`src/rtl/aru_pkg.sv`:
```
package aru_pkg;

  typedef enum logic [1:0] {
    MODE_IND  = 2'b00,
    MODE_POST = 2'b01,
    MODE_PRE  = 2'b10,
    MODE_ALT  = 2'b11
  } aru_mode_e;

  typedef enum logic [1:0] {
    SZ_BYTE = 2'b00,
    SZ_WORD = 2'b01,
    SZ_LONG = 2'b10,
    SZ_RSVD = 2'b11
  } aru_size_e;

  // Step in bytes for a given size code; the spare code acts as long.
  function automatic logic [2:0] size_step(input logic [1:0] sz);
    case (sz)
      SZ_BYTE: size_step = 3'd1;
      SZ_WORD: size_step = 3'd2;
      default: size_step = 3'd4;
    endcase
  endfunction

  // Modes that read the register without touching it.
  function automatic logic mode_is_plain(input logic [1:0] md);
    mode_is_plain = (md == MODE_IND) || (md == MODE_ALT);
  endfunction

endpackage

```
`src/rtl/aru_load_fmt.sv`:
```
module aru_load_fmt #(
  parameter int ADDR_W = 32,
  parameter int WORD_W = 16
) (
  input  logic [ADDR_W-1:0] raw_i,
  input  logic              word_i,
  output logic [ADDR_W-1:0] val_o
);

  localparam int EXT_W = ADDR_W - WORD_W;

  always_comb begin
    if (word_i) begin
      val_o = {{EXT_W{raw_i[WORD_W-1]}}, raw_i[WORD_W-1:0]};
    end else begin
      val_o = raw_i;
    end
  end

endmodule

```
`src/rtl/aru_step_calc.sv`:
```
module aru_step_calc
  import aru_pkg::*;
#(
  parameter int ADDR_W = 32
) (
  input  logic [ADDR_W-1:0] base_i,
  input  logic [1:0]        mode_i,
  input  logic [1:0]        size_i,
  output logic [ADDR_W-1:0] ea_o,
  output logic              upd_o,
  output logic [ADDR_W-1:0] upd_val_o
);

  localparam int STEP_PAD = ADDR_W - 3;

  logic [ADDR_W-1:0] step;
  logic [ADDR_W-1:0] base_up;
  logic [ADDR_W-1:0] base_dn;

  always_comb begin
    step    = {{STEP_PAD{1'b0}}, size_step(size_i)};
    base_up = base_i + step;
    base_dn = base_i - step;
  end

  always_comb begin
    ea_o      = base_i;
    upd_o     = 1'b0;
    upd_val_o = base_i;
    case (mode_i)
      MODE_POST: begin
        ea_o      = base_i;
        upd_o     = 1'b1;
        upd_val_o = base_up;
      end
      MODE_PRE: begin
        ea_o      = base_dn;
        upd_o     = 1'b1;
        upd_val_o = base_dn;
      end
      default: begin
        ea_o      = base_i;
        upd_o     = 1'b0;
        upd_val_o = base_i;
      end
    endcase
  end

endmodule

```
`src/rtl/aru_regbank.sv`:
```
module aru_regbank #(
  parameter int ADDR_W   = 32,
  parameter int NUM_REGS = 8,
  parameter int SEL_W    = $clog2(NUM_REGS)
) (
  input  logic              clk,
  input  logic              rst_n,
  input  logic [SEL_W-1:0]  rd_sel_i,
  output logic [ADDR_W-1:0] rd_val_o,
  input  logic              upd_en_i,
  input  logic [SEL_W-1:0]  upd_sel_i,
  input  logic [ADDR_W-1:0] upd_val_i,
  input  logic              ld_en_i,
  input  logic [SEL_W-1:0]  ld_sel_i,
  input  logic [ADDR_W-1:0] ld_val_i
);

  logic [ADDR_W-1:0] bank_q [NUM_REGS];

  for (genvar g = 0; g < NUM_REGS; g++) begin : g_reg
    logic              ld_hit;
    logic              upd_hit;
    logic              en;
    logic [ADDR_W-1:0] nxt;

    always_comb begin
      ld_hit  = ld_en_i  && (ld_sel_i  == SEL_W'(g));
      upd_hit = upd_en_i && (upd_sel_i == SEL_W'(g));
      en      = ld_hit || upd_hit;
      // External load overrides an auto-update of the same entry.
      if (ld_hit) begin
        nxt = ld_val_i;
      end else begin
        nxt = upd_val_i;
      end
    end

    always_ff @(posedge clk or negedge rst_n) begin
      if (!rst_n) begin
        bank_q[g] <= '0;
      end else if (en) begin
        bank_q[g] <= nxt;
      end
    end
  end

  always_comb begin
    rd_val_o = bank_q[rd_sel_i];
  end

endmodule

```
`src/rtl/addr_autoinc_unit.sv`:
```
module addr_autoinc_unit #(
  parameter int ADDR_W   = 32,
  parameter int NUM_REGS = 8,
  parameter int WORD_W   = 16,
  localparam int SEL_W   = $clog2(NUM_REGS)
) (
  input  logic              clk,
  input  logic              rst_n,
  input  logic              req_i,
  input  logic [SEL_W-1:0]  reg_sel_i,
  input  logic [1:0]        mode_i,
  input  logic [1:0]        size_i,
  input  logic              wr_en_i,
  input  logic [SEL_W-1:0]  wr_sel_i,
  input  logic              wr_word_i,
  input  logic [ADDR_W-1:0] wr_data_i,
  output logic [ADDR_W-1:0] ea_o,
  output logic              ea_valid_o
);

  logic [ADDR_W-1:0] base;
  logic [ADDR_W-1:0] ea_d;
  logic              upd_raw;
  logic [ADDR_W-1:0] upd_val;
  logic [ADDR_W-1:0] ld_val;
  logic              upd_en;
  logic [ADDR_W-1:0] ea_q;
  logic              vld_q;
  logic [ADDR_W-1:0] ea_nxt;
  logic              vld_nxt;

  aru_load_fmt #(.ADDR_W(ADDR_W), .WORD_W(WORD_W)) u_fmt (
    .raw_i  (wr_data_i),
    .word_i (wr_word_i),
    .val_o  (ld_val)
  );

  aru_regbank #(.ADDR_W(ADDR_W), .NUM_REGS(NUM_REGS), .SEL_W(SEL_W)) u_bank (
    .clk       (clk),
    .rst_n     (rst_n),
    .rd_sel_i  (reg_sel_i),
    .rd_val_o  (base),
    .upd_en_i  (upd_en),
    .upd_sel_i (reg_sel_i),
    .upd_val_i (upd_val),
    .ld_en_i   (wr_en_i),
    .ld_sel_i  (wr_sel_i),
    .ld_val_i  (ld_val)
  );

  aru_step_calc #(.ADDR_W(ADDR_W)) u_calc (
    .base_i    (base),
    .mode_i    (mode_i),
    .size_i    (size_i),
    .ea_o      (ea_d),
    .upd_o     (upd_raw),
    .upd_val_o (upd_val)
  );

  always_comb begin
    upd_en  = req_i && upd_raw;
    vld_nxt = req_i;
    ea_nxt  = req_i ? ea_d : ea_q;
  end

  always_ff @(posedge clk or negedge rst_n) begin
    if (!rst_n) begin
      ea_q  <= '0;
      vld_q <= 1'b0;
    end else begin
      ea_q  <= ea_nxt;
      vld_q <= vld_nxt;
    end
  end

  assign ea_o       = ea_q;
  assign ea_valid_o = vld_q;

endmodule

```
`config.mk`:
```
export PLATFORM = sky130hd
export DESIGN_NAME = addr_autoinc_unit
export DESIGN_NICKNAME = d
export VERILOG_FILES = /design/src/rtl/aru_pkg.sv /design/src/rtl/aru_load_fmt.sv /design/src/rtl/aru_step_calc.sv /design/src/rtl/aru_regbank.sv /design/src/rtl/addr_autoinc_unit.sv
export SDC_FILE = /design/constraint.sdc
export NUM_CORES = 1
export LEC_CHECK = 0
export ABC_AREA = 1
export BUFFER_PORTS_ARGS = -buffer_cell sky130_fd_sc_hd__buf_4
export CORE_UTILIZATION = 45
export DETAILED_ROUTE_END_ITERATION = 16
export PLACE_DENSITY = 0.57
export SKIP_CTS_REPAIR_TIMING = 1
export SYNTH_ARGS = -nofsm -noshare
export SYNTH_HDL_FRONTEND = slang
export SYNTH_SLANG_ARGS = --single-unit
```
`constraint.sdc`:
```
create_clock -name clk -period 5.6 [get_ports clk]
set_input_delay 0.56 -clock clk [delete_from_list [all_inputs] [get_ports clk]]
set_output_delay 0.56 -clock clk [all_outputs]
set_load 0.02 [all_outputs]
```
==> impl_metrics.ini <==
[detailed_routing]
drtPass1Iterations = 5
drt_iter0_drc = 2343
num_vias = 20588
wl_um = 80800
drcViolationCount = 0
ant_nets = 0
drt-vias-per-instance = 5.97
wl_per_cell_um = 23.4

[global_route]
grt_pass1_wl_um = 122000
grt-ovfl-total = 0
antenna_found_initial = 0
track_usage_pct = 37.3
grt_pass1_vias = 19310
grt_start_max_net_pins = 155

[power]
power.density_nw_per_um2 = 358
p_leak_nw = 10.5
vdd.ir_drop.worst_v = 0.000217

[synthesis]
yosysWarnings = 0
avgSynthCellArea_um2 = 6.64
synthArstFlopShare_pct = 100
ys_ff_latch = 289
synth_top_cell_area_share_pct = 37.8
synth_edf_count = 0
syn_inst = 2880
syn-num-nets = 2938
seq_area_frac_synth_pct = 37.8
yosys.area.top_type = dfrtp_1
syn-cell-area_um2 = 19100
synth_area_leaders = dfrtp_1, nand2_1, nand3_1
synth_cell_type_count = 37
synth_flop_cell = dfrtp_1
synth_most_common_cell = nand2_1
synth_commonest_cells = nand2_1, nand3_1, dfrtp_1

[clock_network]
clock_path_buffers = 3
cts_num_sinks = 289
cts_tree = done
numCtsBuffers = 36
clkTransAtPathRegs_ns = 0.06
clock_latency_ns = 0.58
cts_max_level = 2
cts_root_buf = clkbuf_16

[cells_and_area]
layout.nets = 2942
layoutNonFillerInstCount = 3451
drive_above_1_share_pct = 8.79
diodes = 0
multiInputGateArea_um2 = 10200
area_growth_pct = 11.1
fill_cells = 4353
seqCellArea_um2 = 7230

[placement]
dp_hpwl_um = 51100
port_buffers = 79
dp_cells = 3384
place.gp.congestion = 0.965

[setup_path]
worstPathArrival_ns = 4.80
crit_type = in -> reg
cp-start-kind = input port
ff2ff_path_depth = 16
required_ns = 6.07
endpoint_kind = flop
cp_max_fo = 33

[sta]
setup_tns_ns = 0
worst_slew_pin_slew_ns = 1.20
rsz0062_at_grt = false
slew_violations = 0
setup_violations = 0
clock.fmax_ghz = 0.231
finalHoldViolCount = 0
slew_headroom_pct = 19.3
fin_crit_ns = 4.34
fin_worst_skew_ns = 0.0257
fin_crit_sh_pct = 77.4

[worst_hold_path]
min_path_cells = 3
min_path_type = in -> reg

[die]
rows = 75
dieHeight_um = 208
die_area_um2 = 43300
die_width_um = 208
fp.coreArea_um2 = 41900
boundaryPins = 80
initial_core_util_pct = 45.6

[run]
drv_cap = 0

[run_status]
status = completed
critical path, cell delays in order:
cell	delay, ns
buf_4	0.23
buf_4	0.29
nand2_1	0.18
inv_1	0.15
a22oi_1	0.22
nand2_1	0.08
o21ai_1	0.66
inv_1	0.25
ha_1	0.37
nand3_1	0.08
nand3_1	0.13
nand3_1	0.13
nor2_2	0.23
nand3_1	0.27
nor2_1	0.22
nand3_1	0.10
nand3_1	0.11
nand3_2	0.27
nand3_1	0.18
nand2_1	0.07
area by class of cell:
cell class	count	area share, %
Multi-Input combinational cell	2169	48.0
Sequential cell	289	34.0
Clock buffer	56	5.02
Inverter	263	4.65
Timing Repair Buffer	125	4.52
Tap cell	539	3.17
Clock inverter	10	0.642
path summary, 6_finish.rpt:
path                                    start                 end  slack (ns)
setup / recovery                 reg_sel_i[0]  u_bank.bank_q[185]        1.26
hold / removal                   wr_data_i[2]    u_bank.bank_q[2]        0.23
setup reg to reg           u_bank.bank_q[193]  u_bank.bank_q[185]        1.71
hold reg to reg            u_bank.bank_q[195]  u_bank.bank_q[195]        0.50
max in group asynchronous               rst_n   u_bank.bank_q[95]        3.68
min in group asynchronous               rst_n          ea_valid_o        0.53
placed cells by master (no fill, tap or decap), types with 2 or more instances in the layout:
cell and n:
bufinv_16 2, o211ai_1 11, or2_2 2, buf_4 122, clkbuf_8 7, o21ai_0 196
nand3_1 467, clkbuf_16 37, inv_2 10, nor2_2 23, fa_1 2, nand2_2 15
nand3_2 18, clkinv_1 3, a31oi_1 32, a221oi_1 3, nor2_4 7, nor3_1 2
a22oi_1 9, nand4_1 5, o21bai_1 67, inv_1 250, ha_1 9, nand2_1 1008
clkinv_2 6, o21ai_1 21, o22ai_1 44, nor2_1 155, o21ai_2 3, clkbuf_1 12
o221ai_1 40, dfrtp_1 289, a21oi_1 25
cell families after synthesis:
| kind of cell | Yosys count | synth area share, % |
|---|---|---|
| xor+xnor | 2 | 0.0916 |
| compound gates | 452 | 14.4 |
| flops | 289 | 37.8 |
| buf+inv | 422 | 9.07 |
| fa+ha+maj | 11 | 0.798 |
| simple gates | 1704 | 37.9 |
metrics by stage:
step / power [W] / worst slack, ns / utilization, % / cell area [µm²] / hold WS, ns
final: 0.00760 / 1.26 / 50.6 / 21200 / 0.229
after CTS: 0.00757 / 1.44 / 50.6 / 21200 / -0.0562
after detailed placement: 0.00515 / 0.824 / 47.8 / 20000 / 0.481
after global placement: 0.00510 / 0.922 / 47.8 / 20000 / 0.475
after global routing: 0.00803 / 0.898 / 50.6 / 21200 / 0.241
after floorplan: 0.00438 / 2.17 / - / 19100 / 0.264
registers in the layout, summed over array words and instances (netlist names):
register / flops
ea_o: 32
u_bank.bank_q: 256
ea_valid_o: 1
layer usage:
layer,vias to the layer above,global-route usage (%),wire (µm)
li1,9467,-,-
met1,9850,52.0,34200
met2,1093,56.8,35100
met3,178,7.53,8610
met4,0,14.9,2870
met5,-,0,0
report_power, final:
part	internal (W)	leakage [nW]	total [W]	switching [W]
clock network	0.00141	0.590	0.00242	0.00101
logic	0.000766	6.33	0.00236	0.00159
registers	0.00257	3.62	0.00282	0.000247
total	0.00475	10.5	0.00760	0.00285
(Power assumes the default switching activity.)
